[config.mk]
export PLATFORM = sky130hd
export DESIGN_NAME = fetch_steer_top
export DESIGN_NICKNAME = d
export VERILOG_FILES = /design/src/rtl/fetch_steer_pkg.sv /design/src/rtl/fs_cycle_timer.sv /design/src/rtl/fs_mode_latch.sv /design/src/rtl/fs_window_sel.sv /design/src/rtl/fs_bus_driver.sv /design/src/rtl/fetch_steer_top.sv
export SDC_FILE = /design/constraint.sdc
export NUM_CORES = 1
export LEC_CHECK = 0
export BUFFER_PORTS_ARGS = -buffer_cell sky130_fd_sc_hd__buf_2
export CAP_MARGIN = 20
export CORE_MARGIN = 3
export CORE_UTILIZATION = 35
export CTS_CLUSTER_SIZE = 24
export DETAILED_ROUTE_END_ITERATION = 7
export HOLD_SLACK_MARGIN = 0.02
export SETUP_SLACK_MARGIN = 0.1
export SLEW_MARGIN = 20
export SYNTH_ARGS = -nofsm -noshare
export SYNTH_HDL_FRONTEND = slang
export SYNTH_SLANG_ARGS = --single-unit
[constraint.sdc]
create_clock -name clk -period 1.7 [get_ports clk]
set_input_delay 0.34 -clock clk [delete_from_list [all_inputs] [get_ports clk]]
set_output_delay 0.34 -clock clk [all_outputs]
set_load 0.02 [all_outputs]
[src/rtl/fetch_steer_pkg.sv]
// Package: shared mode encoding and the routing rule for the fetch steering
// controller. Assumes a 16-bit code address space.
package fetch_steer_pkg;

    // Latched mode pins, {bus_sel, ext_fetch}.
    typedef enum logic [1:0] {
        MODE_PRIMARY = 2'b00,
        MODE_INVALID = 2'b01,
        MODE_AUX     = 2'b10,
        MODE_SPLIT   = 2'b11
    } fetch_mode_e;

    localparam int BUS_PRI = 0;
    localparam int BUS_AUX = 1;
    localparam int NUM_BUS = 2;

    // Returns 1 when the address is fetched over the auxiliary bus.
    function automatic logic route_to_aux(fetch_mode_e mode, logic [15:0] addr,
                                          logic [15:0] split_base);
        case (mode)
            MODE_AUX:   return 1'b1;
            MODE_SPLIT: return (addr < split_base);
            default:    return 1'b0;
        endcase
    endfunction

endpackage

[src/rtl/fs_cycle_timer.sv]
// Module: fs_cycle_timer
// Splits each machine cycle into two fetch windows of WIN_LEN clocks and
// reports the window position and which half is running.
// Assumes: the position leaves reset on the last clock of the second half, so
// the first clock after release is position 0 of a new cycle.
module fs_cycle_timer #(
    parameter int WIN_LEN = 6,
    localparam int POS_W  = $clog2(WIN_LEN)
) (
    input  logic             clk,
    input  logic             rst_n,
    output logic [POS_W-1:0] pos,
    output logic             second_half,
    output logic             win_last
);

    localparam logic [POS_W-1:0] POS_LAST = POS_W'(WIN_LEN - 1);

    // Advances the position inside a window and swaps halves at its end.
    always_ff @(posedge clk) begin
        if (!rst_n) begin
            pos         <= POS_LAST;
            second_half <= 1'b1;
        end else if (pos == POS_LAST) begin
            pos         <= '0;
            second_half <= ~second_half;
        end else begin
            pos <= pos + 1'b1;
        end
    end

    // Marks the final clock of the current window.
    always_comb win_last = (pos == POS_LAST);

    a_r2_pos_in_range: assert property (@(posedge clk) disable iff (!rst_n)
        pos <= POS_LAST);
    a_r2_half_toggles: assert property (@(posedge clk) disable iff (!rst_n)
        (rst_n && $past(rst_n) && $past(win_last)) |-> (second_half != $past(second_half)));

endmodule

[src/rtl/fs_mode_latch.sv]
// Module: fs_mode_latch
// Holds the two mode pins as they stand while reset is asserted. They are
// frozen at release, so the bus choice never moves mid-cycle.
// Assumes: the pins are settled during reset.
module fs_mode_latch
    import fetch_steer_pkg::*;
(
    input  logic        clk,
    input  logic        rst_n,
    input  logic        bus_sel_pin,
    input  logic        ext_fetch_pin,
    output fetch_mode_e mode,
    output logic        aux_enabled,
    output logic        invalid
);

    // Samples the pins only while reset is held low.
    always_ff @(posedge clk) begin
        if (!rst_n) begin
            mode <= fetch_mode_e'({bus_sel_pin, ext_fetch_pin});
        end
    end

    // Decodes the latched mode into the two flags used downstream.
    always_comb begin
        aux_enabled = (mode == MODE_AUX) || (mode == MODE_SPLIT);
        invalid     = (mode == MODE_INVALID);
    end

    a_r11_mode_frozen: assert property (@(posedge clk) disable iff (!rst_n)
        $past(rst_n) |-> $stable(mode));

endmodule

[src/rtl/fs_window_sel.sv]
// Module: fs_window_sel
// At the end of each window, loads the address for the next window, picks its
// bus and decides whether that window fetches at all.
// Assumes: xdata_pending is meaningful on the last clock of the first half.
module fs_window_sel
    import fetch_steer_pkg::*;
#(
    parameter int          ADDR_W     = 16,
    parameter logic [15:0] SPLIT_BASE = 16'h2000
) (
    input  logic              clk,
    input  logic              rst_n,
    input  fetch_mode_e       mode,
    input  logic              invalid,
    input  logic              win_last,
    input  logic              second_half,
    input  logic [ADDR_W-1:0] fetch_addr,
    input  logic              xdata_pending,
    output logic [ADDR_W-1:0] win_addr,
    output logic              win_aux,
    output logic              win_live
);

    logic skip_next;

    // The next window is the second half when the first half is ending.
    always_comb skip_next = !second_half && xdata_pending;

    // Loads the next window's address, route and live flag at window end.
    always_ff @(posedge clk) begin
        if (!rst_n) begin
            win_addr <= '0;
            win_aux  <= 1'b0;
            win_live <= 1'b0;
        end else if (win_last) begin
            win_addr <= fetch_addr;
            win_aux  <= route_to_aux(mode, 16'(fetch_addr), SPLIT_BASE);
            win_live <= !invalid && !skip_next;
        end
    end

    a_r4_invalid_never_live: assert property (@(posedge clk) disable iff (!rst_n)
        invalid |-> !win_live);
    a_r3_primary_mode_no_aux: assert property (@(posedge clk) disable iff (!rst_n)
        (mode == MODE_PRIMARY) |-> !win_aux);

endmodule

[src/rtl/fs_bus_driver.sv]
// Module: fs_bus_driver
// Drives one code bus through a fetch window: address phase, then read strobe,
// then a capture request on the strobe's last low clock.
// Assumes: sel is constant across the window; both buses use the same timing.
module fs_bus_driver #(
    parameter int WIN_LEN   = 6,
    parameter int ALE_CLKS  = 2,
    parameter int ADDR_CLKS = 3,
    parameter int STB_FIRST = 3,
    parameter int STB_LAST  = 4,
    localparam int POS_W    = $clog2(WIN_LEN)
) (
    input  logic             sel,
    input  logic [POS_W-1:0] pos,
    input  logic [15:0]      addr,
    output logic             ale_req,
    output logic [7:0]       lo_out,
    output logic             lo_oe,
    output logic [7:0]       hi_out,
    output logic             hi_oe,
    output logic             strobe_n,
    output logic             capture
);

    localparam logic [POS_W-1:0] P_ALE_END  = POS_W'(ALE_CLKS);
    localparam logic [POS_W-1:0] P_ADDR_END = POS_W'(ADDR_CLKS);
    localparam logic [POS_W-1:0] P_STB_A    = POS_W'(STB_FIRST);
    localparam logic [POS_W-1:0] P_STB_B    = POS_W'(STB_LAST);

    // Window phase decode for this bus.
    always_comb begin
        ale_req  = sel && (pos < P_ALE_END);
        lo_oe    = sel && (pos < P_ADDR_END);
        lo_out   = lo_oe ? addr[7:0] : 8'h00;
        hi_oe    = sel;
        hi_out   = sel ? addr[15:8] : 8'h00;
        strobe_n = !(sel && (pos >= P_STB_A) && (pos <= P_STB_B));
        capture  = sel && (pos == P_STB_B);
    end

endmodule

[src/rtl/fetch_steer_top.sv]
// Module: fetch_steer_top
// External code-fetch sequencer steering each fetch window to the primary or
// auxiliary bus from latched mode pins and the fetch address, and capturing
// the opcode byte as the strobe rises.
// Assumes: fetch_addr is valid on the last clock of the window before.
module fetch_steer_top
    import fetch_steer_pkg::*;
#(
    parameter int          WIN_LEN    = 6,
    parameter int          ALE_CLKS   = 2,
    parameter int          ADDR_CLKS  = 3,
    parameter int          STB_FIRST  = 3,
    parameter int          STB_LAST   = 4,
    parameter logic [15:0] SPLIT_BASE = 16'h2000
) (
    input  logic        clk,
    input  logic        rst_n,
    input  logic        bus_sel_pin,
    input  logic        ext_fetch_pin,
    input  logic [15:0] fetch_addr,
    input  logic        xdata_pending,
    input  logic [7:0]  pri_ad_in,
    input  logic [7:0]  aux_lo_in,
    output logic        ale,
    output logic [7:0]  pri_ad_out,
    output logic        pri_ad_oe,
    output logic [7:0]  pri_hi_out,
    output logic        pri_hi_oe,
    output logic        pri_strobe_n,
    output logic [7:0]  aux_lo_out,
    output logic        aux_lo_oe,
    output logic [7:0]  aux_hi_out,
    output logic        aux_hi_oe,
    output logic        aux_strobe_n,
    output logic [7:0]  opcode,
    output logic        opcode_valid,
    output logic        mode_invalid
);

    localparam int POS_W = $clog2(WIN_LEN);

    logic [POS_W-1:0] pos;
    logic             second_half;
    logic             win_last;
    fetch_mode_e      mode;
    logic             aux_enabled;
    logic [15:0]      win_addr;
    logic             win_aux;
    logic             win_live;

    logic [NUM_BUS-1:0] bus_sel;
    logic [NUM_BUS-1:0] bus_ale;
    logic [NUM_BUS-1:0] bus_lo_oe;
    logic [NUM_BUS-1:0] bus_hi_oe;
    logic [NUM_BUS-1:0] bus_stb_n;
    logic [NUM_BUS-1:0] bus_cap;
    logic [7:0]         bus_lo_out [NUM_BUS];
    logic [7:0]         bus_hi_out [NUM_BUS];
    logic [7:0]         bus_rd     [NUM_BUS];

    fs_cycle_timer #(.WIN_LEN(WIN_LEN)) timer_i (
        .clk(clk), .rst_n(rst_n), .pos(pos),
        .second_half(second_half), .win_last(win_last)
    );

    fs_mode_latch mode_i (
        .clk(clk), .rst_n(rst_n), .bus_sel_pin(bus_sel_pin),
        .ext_fetch_pin(ext_fetch_pin), .mode(mode),
        .aux_enabled(aux_enabled), .invalid(mode_invalid)
    );

    fs_window_sel #(.ADDR_W(16), .SPLIT_BASE(SPLIT_BASE)) win_i (
        .clk(clk), .rst_n(rst_n), .mode(mode), .invalid(mode_invalid),
        .win_last(win_last), .second_half(second_half),
        .fetch_addr(fetch_addr), .xdata_pending(xdata_pending),
        .win_addr(win_addr), .win_aux(win_aux), .win_live(win_live)
    );

    // Per-bus selection and read data.
    always_comb begin
        bus_sel[BUS_PRI] = win_live && !win_aux;
        bus_sel[BUS_AUX] = win_live && win_aux && aux_enabled;
        bus_rd[BUS_PRI]  = pri_ad_in;
        bus_rd[BUS_AUX]  = aux_lo_in;
    end

    for (genvar b = 0; b < NUM_BUS; b++) begin : g_bus
        fs_bus_driver #(
            .WIN_LEN(WIN_LEN), .ALE_CLKS(ALE_CLKS), .ADDR_CLKS(ADDR_CLKS),
            .STB_FIRST(STB_FIRST), .STB_LAST(STB_LAST)
        ) drv_i (
            .sel(bus_sel[b]), .pos(pos), .addr(win_addr),
            .ale_req(bus_ale[b]), .lo_out(bus_lo_out[b]), .lo_oe(bus_lo_oe[b]),
            .hi_out(bus_hi_out[b]), .hi_oe(bus_hi_oe[b]),
            .strobe_n(bus_stb_n[b]), .capture(bus_cap[b])
        );
    end

    // Maps the per-bus signals onto the named pins.
    always_comb begin
        ale          = |bus_ale;
        pri_ad_out   = bus_lo_out[BUS_PRI];
        pri_ad_oe    = bus_lo_oe[BUS_PRI];
        pri_hi_out   = bus_hi_out[BUS_PRI];
        pri_hi_oe    = bus_hi_oe[BUS_PRI];
        pri_strobe_n = bus_stb_n[BUS_PRI];
        aux_lo_out   = bus_lo_out[BUS_AUX];
        aux_lo_oe    = bus_lo_oe[BUS_AUX];
        aux_hi_out   = bus_hi_out[BUS_AUX];
        aux_hi_oe    = bus_hi_oe[BUS_AUX];
        aux_strobe_n = bus_stb_n[BUS_AUX];
    end

    // Stores the read byte as the strobe rises and pulses valid once.
    always_ff @(posedge clk) begin
        if (!rst_n) begin
            opcode       <= 8'h00;
            opcode_valid <= 1'b0;
        end else begin
            opcode_valid <= |bus_cap;
            if (bus_cap[BUS_AUX]) begin
                opcode <= aux_lo_in;
            end else if (bus_cap[BUS_PRI]) begin
                opcode <= pri_ad_in;
            end
        end
    end

    a_r3_one_strobe_at_most: assert property (@(posedge clk) disable iff (!rst_n)
        pri_strobe_n || aux_strobe_n);
    a_r2_ale_not_with_strobe: assert property (@(posedge clk) disable iff (!rst_n)
        ale |-> (pri_strobe_n && aux_strobe_n));
    a_r4_invalid_is_quiet: assert property (@(posedge clk) disable iff (!rst_n)
        mode_invalid |-> (!ale && pri_strobe_n && aux_strobe_n && !pri_ad_oe && !aux_lo_oe));
    a_r10_aux_off_undriven: assert property (@(posedge clk) disable iff (!rst_n)
        !aux_enabled |-> (!aux_lo_oe && !aux_hi_oe && aux_strobe_n));
    a_r9_valid_after_strobe: assert property (@(posedge clk) disable iff (!rst_n)
        (opcode_valid && $past(rst_n)) |-> !($past(pri_strobe_n) && $past(aux_strobe_n)));
    a_r9_valid_single: assert property (@(posedge clk) disable iff (!rst_n)
        opcode_valid |=> !opcode_valid);
    a_r7_lo_released_in_strobe: assert property (@(posedge clk) disable iff (!rst_n)
        !(pri_ad_oe && !pri_strobe_n) && !(aux_lo_oe && !aux_strobe_n));

endmodule

==> flow_metrics.py, run 1 <==
metrics = {
    "sta": {
        "tightest_slew_ps": 354,
        "period_share_pct": 105,
        "rsz0062_at_grt": "true",
        "final-setup-viol-count": 20,
        "timing.slew.headroom_pct": 76.3,
        "finalWorstSetupSlack_ps": -88.3,
        "tns_ps": -529,
        "period_needed_ps": 1790,
        "finClkSkew_ps": 7.50,
        "fmax_ghz": 0.559,
        "drv_slew": 0,
        "hold_viol_final": 0,
    },
    "cts": {
        "cts_tree": "yes",
        "clk_pin_slew_worst_paths_ps": 70,
        "root_buffer": "clkbuf_8",
        "clock_sinks": 33,
        "clk_path_buf_depth": 2,
        "htree_levels": 2,
        "numCtsBuffers": 5,
        "clock_latency_ps": 290,
    },
    "global_route": {
        "grt.total_usage_pct": 21.2,
        "grt_pass1_vias": 1883,
        "grt_antenna_before_repair": 0,
        "overflow": 0,
        "grt_pass1_wl_um": 9050,
        "grt_max_degree": 21,
    },
    "hold_path": {
        "hold_class": "in2reg",
    },
    "detailed_routing": {
        "wirelength_um": 5890,
        "vias": 1905,
        "vias_per_cell": 5.16,
        "drcViolationCount": 0,
        "drtPass1Iterations": 4,
        "wl_per_cell_um": 15.9,
        "drt_iter0_drc": 50,
        "antenna_left": 0,
    },
    "final_layout": {
        "layout.nets": 356,
        "multi_input_area_um2": 1080,
        "area_growth_pct": 81.5,
        "drive_gt1_share_pct": 56.8,
        "fin_util_pct": 67.9,
        "diodes": 0,
        "final_cell_area_um2": 3040,
        "fill_cells": 348,
        "seq_area_um2": 687,
        "instances_no_fill": 369,
    },
    "floorplanning": {
        "initial_core_util_pct": 37.4,
        "die_area_um2": 5650,
        "core-area_um2": 4470,
        "ioPinCount": 86,
        "die_w_um": 75.1,
        "die_h_um": 75.1,
        "rows": 24,
    },
    "worst_setup_path": {
        "start_kind": "flop",
        "startpoint": "timer_i.pos[1]$_SDFF_PP0_",
        "end_kind": "primary output",
        "worstSetupPathType": "reg2out",
        "required_ps": 1360,
        "crit_fanout": 3,
        "r2r_slack_ps": 180,
        "crit_end": "aux_strobe_n",
        "arrival_ps": 1450,
        "rr_startpoint": "timer_i.pos[0]$_SDFF_PN1_",
        "rr_endpoint": "opcode[3]$_SDFFE_PN0P_",
        "rr_worst_depth": 8,
    },
    "yosys": {
        "yosys.cell_count.top_type": "nand2_1",
        "yosysTopAreaCell": "dfxtp_1",
        "syn_nets": 249,
        "ys_async_sr_fraction_pct": 0,
        "synth_cell_types": 27,
        "yosys_warnings": 0,
        "synthTopCellsByArea": "dfxtp_1 (37%), nand2_1 (10%), a21oi_1 (8.4%), and2_1 (7.5%), and3_1 (6.4%)",
        "syn_area_per_cell_um2": 8.00,
        "netlist_area_um2": 1670,
        "synth_flop_cell": "dfxtp_1",
        "syn_inst": 209,
        "synth_edf_count": 2,
        "synth_top_area_share_pct": 37.1,
        "netlist_top_cells_count": "nand2_1 (46), dfxtp_1 (31), a21oi_1 (28)",
        "synth-seq-area-share_pct": 40.7,
        "ys_ff_latch": 33,
    },
    "power": {
        "pwr-share-comb_pct": 39.8,
        "internal_power_uw": 1850,
        "clockPowerShare_pct": 25.5,
        "p_seq_share_pct": 34.7,
        "swShare_pct": 34.3,
        "leakagePower_uw": 0.00135,
        "max-vdd-ir-drop_mv": 0.608,
        "powerDensity_nw_per_um2": 928,
        "p_switching_uw": 966,
    },
    "placed_design": {
        "placed_cells": 343,
        "pre_cts_ws_ps": -96.5,
        "placed_area_um2": 2200,
        "dpl.hpwl_um": 3310,
        "port_buffers": 85,
        "place_congestion": 0.732,
    },
    "outcome": {
        "failed_checks": "setup timing",
        "status": "finished with violations",
    },
    "run": {
        "drv_cap": 0,
    },
}
[state kept, by name, indices dropped and copies added, names as in the netlist]
name and flops:
win_i.win_addr 16, win_i.win_live 1, timer_i.pos 3, mode_i.mode 2, opcode_valid 1, win_i.win_aux 1
opcode 8, timer_i.second_half 1
[through the flow]
stage,power [uW],hold WS [ps]
after floorplan,1440,439
after global placement,1700,449
after detailed placement,1700,454
after CTS,2680,223
after global routing,2970,221
final,2820,233
[final cells by class]
cell class	count	area share, %
tap	52	2.14
clock buffer	7	3.54
clock inverter	1	0.247
timing repair buffer	120	35.4
inverter	4	0.494
multi-input combinational	152	35.5
sequential	33	22.6
[worst max-delay path, cell delays in order, from the launching register on]
cell and delay [ps]:
dfxtp_2 330, buf_6 120, ha_4 150, ha_4 150
a21oi_4 130, o21bai_4 70, nand2_1 80, buf_6 110
[cell families (layout without fill, tap and decap cells)]
logic type	after synthesis	after routing	share of synthesized area [%]
AO/OA/AOI/OAI	50	50	18.0
AND/OR/NAND/NOR	98	98	31.4
buffers and inverters	24	132	7.11
adder cells (fa/ha/maj)	3	3	2.24
XOR/XNOR	1	1	0.524
flip-flops	33	33	40.7
[per-layer routing]
layer / track usage [%] / routed length, um / vias up
met4: 5.44 / 82 / 0
li1: - / - / 938
met3: 6.94 / 427 / 8
met5: 0 / 0 / -
met2: 35.0 / 2840 / 74
met1: 26.6 / 2530 / 885
[worst min path at each step]
stage	from	endpoint	slack, ps	depth (start not counted)
after floorplan	ext_fetch_pin	mode_i.mode[0]$_DFFE_PN_	440	0
after global placement	win_i.win_addr[2]$_SDFFE_PN0P_	win_i.win_addr[2]$_SDFFE_PN0P_	450	2
after detailed placement	win_i.win_addr[10]$_SDFFE_PN0P_	win_i.win_addr[10]$_SDFFE_PN0P_	450	2
after CTS	ext_fetch_pin	mode_i.mode[0]$_DFFE_PN_	220	1
after global routing	bus_sel_pin	mode_i.mode[1]$_DFFE_PN_	220	1
final	ext_fetch_pin	mode_i.mode[0]$_DFFE_PN_	230	1
[power groups by stage]
stage	clock, uW	sequential, uW	combinational [uW]
final	719	979	1120
after global routing	765	993	1210
after CTS	733	973	971
after detailed placement	0	973	729
after global placement	0	973	722
after floorplan	0	984	459
[placed cells by master, fill, tap and decap left out, drive strengths merged, types with 3 or more instances in the layout]
cell type | netlist | routed
o2111ai | 8 | 8
dfxtp | 31 | 31
a21oi | 28 | 28
o22ai | 8 | 8
ha | 3 | 3
nand4b | 8 | 8
inv | 4 | 4
nand2 | 46 | 46
and2 | 20 | 20
buf | 10 | 118
clkbuf | 10 | 9
and3 | 17 | 17
[timing repair]
item / CTS / global route
pin swaps: 14 / 10
gates cloned: 3 / 2
setup buffers: 11 / 3
setup endpoints to repair: 39 / 53
hold buffers: 0 / 0
gates resized for setup: 121 / 25
(Power assumes the default switching activity.)
==> run 2: changes to the inputs <==
Clock period 1.7 ns to 1.85 ns, I/O delays scaled along.
==> run 2 against run 1 <==
Against the previous run:
- the flow now finishes without violations
- power shrank 10%
- via count down 1.5%
- first-iteration DRC count rose by 76%
- setup slack better by 120 ps
- sequential power shrank 6.1%
- final area shrank 13%
- die area stayed put
- global-route usage is 3.1 points lower
- sequential share of layout area grew 3.7 points
- worst hold slack improved by 38 ps
- largest power group is now registers
==> flow_metrics.py, run 2 (synthesis gave the netlist of run 1 again) <==
metrics = {
    "sta": {
        "period_share_pct": 98.5,
        "final-setup-viol-count": 0,
        "drv_slew": 0,
        "fmax_ghz": 0.549,
        "rsz0062_at_grt": "true",
        "period_needed_ps": 1820,
        "hold_slack_ps": 271,
        "finClkSkew_ps": 3.02,
        "tightest_slew_ps": 509,
        "finalWorstSetupSlack_ps": 28.6,
        "timing.slew.headroom_pct": 66.0,
        "hold_viol_final": 0,
    },
    "worst_setup_path": {
        "arrival_ps": 1450,
        "worstPathCellList": "buf_6, and2b_4, buf_6, nor2_1, nor3_2, buf_4",
        "start_kind": "flop",
        "crit_top_cell": "buf_6",
        "rr_endpoint": "opcode[6]$_SDFFE_PN0P_",
        "cp_num_buf_inv": 3,
        "worstSetupPathType": "reg2out",
        "end_kind": "primary output",
        "slowest_delay_ps": 330,
        "path_delay_family": "simple AND/OR/NAND/NOR gates",
        "rr_startpoint": "timer_i.pos[1]$_SDFF_PP0_",
        "cp.depth": 6,
        "required_ps": 1480,
        "rr_worst_depth": 6,
        "crit_fanout": 5,
        "r2r_slack_ps": 210,
        "crit_slowest_cell": "dfxtp_2",
        "crit_end": "ale",
        "startpoint": "win_i.win_aux$_SDFFE_PN0P_",
    },
    "final_layout": {
        "final_cell_area_um2": 2640,
        "fin_util_pct": 59.0,
        "layout_commonest_cell": "buf_2",
        "drive_gt1_share_pct": 46.3,
        "largest_reg_flops": 16,
        "mostFrequentLayoutCells": "buf_2 (55), nand2_1 (44), buf_4 (34)",
        "regMostFlops": "win_i.win_addr",
        "diodes": 0,
        "area_growth_pct": 57.8,
        "largestRegisters": "win_i.win_addr: 16 flops, opcode: 8 flops, timer_i.pos: 3 flops",
        "layout.nets": 346,
    },
    "power": {
        "p_seq_share_pct": 36.3,
        "powerDensity_nw_per_um2": 960,
        "max-vdd-ir-drop_mv": 0.457,
        "pwr-share-comb_pct": 31.6,
        "clockPowerShare_pct": 32.1,
        "internal_power_uw": 1710,
        "p_switching_uw": 826,
        "swShare_pct": 32.6,
        "leakagePower_uw": 0.00126,
    },
    "detailed_routing": {
        "vias_per_cell": 5.23,
        "antenna_left": 0,
        "vias": 1876,
        "wl_per_cell_um": 15.3,
        "drcViolationCount": 0,
        "drt_iter0_drc": 88,
        "drtPass1Iterations": 4,
        "wirelength_um": 5480,
    },
    "cts": {
        "clock_sinks": 33,
        "clk_pin_slew_worst_paths_ps": 70,
        "cts_tree": "yes",
        "numCtsBuffers": 5,
        "clock_latency_ps": 280,
        "clk_path_buf_depth": 2,
        "holdBufCountCts": 0,
        "htree_levels": 2,
        "root_buffer": "clkbuf_8",
    },
    "run": {
        "drv_cap": 0,
    },
    "floorplanning": {
        "die_h_um": 75.1,
        "initial_core_util_pct": 37.4,
        "ioPinCount": 86,
        "die_area_um2": 5650,
        "die_w_um": 75.1,
        "rows": 24,
        "core-area_um2": 4470,
    },
    "global_route": {
        "grt_max_degree": 24,
        "grt_pass1_wl_um": 7880,
        "grt_antenna_before_repair": 0,
        "grt.total_usage_pct": 18.1,
        "overflow": 0,
        "grt_pass1_vias": 1699,
    },
    "placed_design": {
        "port_buffers": 85,
        "place_congestion": 0.834,
        "pre_cts_ws_ps": -41.8,
        "placed_area_um2": 2150,
        "dpl.hpwl_um": 3220,
    },
    "hold_path": {
        "hold_class": "in2reg",
        "min_from": "ext_fetch_pin",
    },
    "outcome": {
        "status": "complete, no violations",
    },
}
==> run 2: cell count changes in the layout (fill, tap and decap cells not counted), sizes merged <==
cell,previous run,this run
buf,118,107
clkbuf,9,6
and3,17,19
bufinv,0,2
clkinv,0,1
clkinvlp,1,0
==> run 2: worst min path at each step <==
stage	endpoint	cells past startpoint	slack [ps]
5_1_grt	mode_i.mode[0]$_DFFE_PN_	1	250
3_3_place_gp	win_i.win_addr[2]$_SDFFE_PN0P_	2	450
4_1_cts	mode_i.mode[0]$_DFFE_PN_	1	260
2_1_floorplan	win_i.win_addr[10]$_SDFFE_PN0P_	2	440
3_5_place_dp	win_i.win_addr[8]$_SDFFE_PN0P_	2	460
6_report	mode_i.mode[0]$_DFFE_PN_	1	270
==> run 2: metal layers <==
| layer | share of wire [%] | track usage (%) | routed length, um | vias to the layer above |
|---|---|---|---|---|
| met5 | 0 | 0 | 0 | - |
| met2 | 45 | 29.3 | 2480 | 88 |
| met1 | 44 | 23.7 | 2430 | 859 |
| li1 | - | - | - | 925 |
| met3 | 9.6 | 6.01 | 528 | 4 |
| met4 | 0.57 | 3.50 | 31 | 0 |
==> run 2: repair_timing <==
action | 4_1_cts | 5_1_grt
setup endpoints to repair | 48 | 56
cloned | 2 | 4
setup buffers | 5 | 3
gates resized for setup | 35 | 53
pin swaps | 2 | 8
==> run 2: cell type report <==
| class | instances | area, um2 |
|---|---|---|
| clock buffers | 5 | 68.8 |
| clock inverters | 3 | 65.1 |
| fillers | 409 | 1830 |
| inverters | 4 | 15.0 |
| multi-input cells | 154 | 991 |
| flip-flops and latches | 33 | 694 |
| well taps | 52 | 65.1 |
| repair buffers | 108 | 741 |
==> run 2: power by group through the flow <==
stage / combinational (uW) / clock, uW / sequential, uW
6_report: 801 / 814 / 919
5_1_grt: 877 / 852 / 932
4_1_cts: 719 / 829 / 907
3_5_place_dp: 608 / 0 / 914
3_3_place_gp: 603 / 0 / 915
2_1_floorplan: 421 / 0 / 904
==> run 2: per-stage QoR <==
stage	cells	power [uW]	TNS, ps
6_report	359	2530	0
5_1_grt	359	2660	-102
4_1_cts	352	2460	0
3_5_place_dp	337	1520	-120
3_3_place_gp	337	1520	-3.79
2_1_floorplan	209	1330	0
==> run 3: changes to the inputs <==
Settings changed: ABC_AREA set to 1, PLACE_DENSITY set to 0.65.
==> run 3 against run 2 <==
Against the previous run:
- utilization fell by 5.7 points
- largest power group unchanged
- maximum frequency rose by 6.9%
- via count fell by 9.6%
- register-to-register slack improved by 150 ps
- critical path depth down 1
- flip-flop and latch count did not move
- critical path type unchanged
- count of clock-buffer cells in the layout is 1 higher
==> flow_metrics.py, run 3 <==
metrics = {
    "outcome": {
        "status": "complete, no violations",
    },
    "final_layout": {
        "multi_input_area_um2": 772,
        "final_cell_area_um2": 2340,
        "area_growth_pct": 45.7,
        "layout_commonest_cell": "buf_2",
        "drive_gt1_share_pct": 40.1,
        "fin_util_pct": 53.3,
        "regMostFlops": "win_i.win_addr",
        "fill_cells": 445,
        "instances_no_fill": 376,
        "seq_area_um2": 689,
        "mostFrequentLayoutCells": "buf_2 (72), inv_1 (41), nand2_1 (37)",
        "largestRegisters": "win_i.win_addr: 16 flops, opcode: 8 flops, timer_i.pos: 3 flops",
        "layout.nets": 363,
        "largest_reg_flops": 16,
        "diodes": 0,
    },
    "detailed_routing": {
        "wirelength_um": 4110,
        "vias": 1696,
        "vias_per_cell": 4.51,
        "antenna_left": 0,
        "wl_per_cell_um": 10.9,
        "drtPass1Iterations": 4,
        "drcViolationCount": 0,
        "drt_iter0_drc": 52,
    },
    "power": {
        "max-vdd-ir-drop_mv": 0.561,
        "pwr-share-comb_pct": 30.2,
        "p_seq_share_pct": 39.7,
        "leakagePower_uw": 0.00131,
        "swShare_pct": 34.4,
        "internal_power_uw": 1550,
        "powerDensity_nw_per_um2": 1010,
        "power.total_uw": 2360,
        "clockPowerShare_pct": 30.0,
        "p_switching_uw": 813,
    },
    "cts": {
        "cts_tree": "yes",
        "clock_latency_ps": 290,
        "htree_levels": 2,
        "holdBufCountCts": 0,
        "root_buffer": "clkbuf_8",
        "clk_path_buf_depth": 2,
        "numCtsBuffers": 5,
        "clk_pin_slew_worst_paths_ps": 70,
        "clock_sinks": 33,
    },
    "yosys": {
        "synth_edf_count": 2,
        "synth_flop_cell": "dfxtp_1",
        "ys_ff_latch": 33,
        "yosys.area_share.adder_pct": 2.34,
        "syn_inst": 232,
        "syn_area_per_cell_um2": 6.92,
        "synth-compound-area-share_pct": 15.5,
        "synth_simple_gate_area_share_pct": 26.6,
        "yosys_warnings": 0,
        "yosys.cell_count.top_type": "inv_1",
        "netlist_area_um2": 1610,
        "syn_nets": 272,
        "yosys.area_share.xor_xnor_pct": 0,
        "muxShareOfSynthArea_pct": 0,
        "synth-seq-area-share_pct": 42.4,
        "synthTopCellsByArea": "dfxtp_1 (39%), inv_1 (10%), nand2_1 (9.1%), nor2_1 (8.4%), a21oi_1 (7.5%)",
        "netlist_top_cells_count": "inv_1 (44), nand2_1 (39), nor2_1 (36)",
        "synth_top_area_share_pct": 38.7,
        "ys_async_sr_fraction_pct": 0,
        "synth_top_family_by_area": "simple AND/OR/NAND/NOR gates",
        "yosysTopAreaCell": "dfxtp_1",
        "synth_cell_types": 25,
    },
    "worst_setup_path": {
        "rr_endpoint": "win_i.win_addr[5]$_SDFFE_PN0P_",
        "required_ps": 1480,
        "path_delay_family": "flip-flops",
        "crit_slowest_cell": "edfxtp_1",
        "rr_startpoint": "timer_i.pos[0]$_SDFF_PN1_",
        "cp_num_buf_inv": 2,
        "arrival_ps": 1330,
        "worstPathCellList": "nand3_4, inv_4, nand2_4, nor2_1, buf_4",
        "start_kind": "flop",
        "rr_worst_depth": 6,
        "slowest_delay_ps": 440,
        "r2r_slack_ps": 360,
        "crit_fanout": 9,
        "end_kind": "primary output",
        "worstSetupPathType": "reg2out",
    },
    "floorplanning": {
        "ioPinCount": 86,
        "die_w_um": 73.7,
        "core-area_um2": 4380,
        "die_h_um": 73.7,
        "die_area_um2": 5440,
        "rows": 24,
        "initial_core_util_pct": 36.6,
    },
    "global_route": {
        "busiest_layer": "met2",
        "grt_max_degree": 32,
        "use_met1_pct": 19.3,
        "grt_pass1_vias": 1434,
        "grt.total_usage_pct": 15.2,
        "overflow": 0,
        "grt_antenna_before_repair": 0,
        "grtUsageMet2_pct": 24.3,
        "grt_pass1_wl_um": 6380,
        "gr-usage-met3_pct": 5.06,
    },
    "run": {
        "drv_cap": 0,
    },
    "placed_design": {
        "port_buffers": 85,
        "dpl.hpwl_um": 3000,
        "place_congestion": 0.728,
        "placed_area_um2": 2080,
        "placed_cells": 365,
    },
    "sta": {
        "timing.slew.headroom_pct": 65.7,
        "rsz0062_at_grt": "true",
        "drv_slew": 0,
        "hold_viol_final": 0,
        "fmax_ghz": 0.587,
        "tns_ps": 0,
        "period_needed_ps": 1700,
        "finClkSkew_ps": 7.42,
        "tightest_slew_ps": 514,
        "period_share_pct": 92.1,
        "final-setup-viol-count": 0,
    },
    "hold_path": {
        "min_from": "bus_sel_pin",
        "hold_depth": 1,
        "min_to": "mode_i.mode[1]$_DFFE_PN_",
        "hold_class": "in2reg",
    },
}
[run 3: how the worst max path moves through the flow]
stage                                            from  cells after the start            end  slack [ps]
after floorplan           win_i.win_live$_SDFFE_PN0P_                      4  pri_ad_out[0]         270
after detailed placement  win_i.win_live$_SDFFE_PN0P_                      5  pri_ad_out[5]         280
after global routing         mode_i.mode[1]$_DFFE_PN_                      5  aux_lo_out[4]          50
final                        mode_i.mode[1]$_DFFE_PN_                      5  aux_lo_out[5]         150
after global placement      timer_i.pos[0]$_SDFF_PN1_                      4  pri_ad_out[1]         330
after CTS                    mode_i.mode[1]$_DFFE_PN_                      5  aux_lo_out[1]          60
[run 3: power by group through the flow]
stage          Sequential (uW)  Combinational (uW)  Clock, uW
2_1_floorplan              948                 431          0
3_3_place_gp               927                 637          0
3_5_place_dp               933                 645          0
4_1_cts                    921                 676        730
5_1_grt                    953                 801        768
6_report                   937                 714        709
[run 3: area by class of cell]
type,count,share of cell area [%]
multi-input cells,146,33.0
flip-flops and latches,33,29.5
repair buffers,91,22.0
inverters,46,7.60
clock buffers,6,3.53
well taps,52,2.78
clock inverters,2,1.61
[run 3: logic make-up after synthesis]
logic type	Yosys count
simple gates	95
compound gates	48
fa+ha+maj	3
flops	33
buf+inv	53
[run 3: per-layer routing]
layer	routed length (um)	part of all wire (%)
met1	1770	43
met2	2050	50
met3	236	5.7
met4	51	1.2
met5	0	0
[run 3: per-stage QoR]
step / setup slack (ps) / hold slack [ps]
3_3_place_gp: 335 / 463
4_1_cts: 62.0 / 240
3_5_place_dp: 284 / 466
6_report: 146 / 256
2_1_floorplan: 274 / 444
5_1_grt: 54.2 / 242
[run 3: repair_timing]
| action | in CTS | in global routing |
|---|---|---|
| buffers inserted | 2 | 1 |
| pin swaps | 0 | 4 |
| resized for setup | 10 | 30 |
| setup endpoints to repair | 19 | 29 |
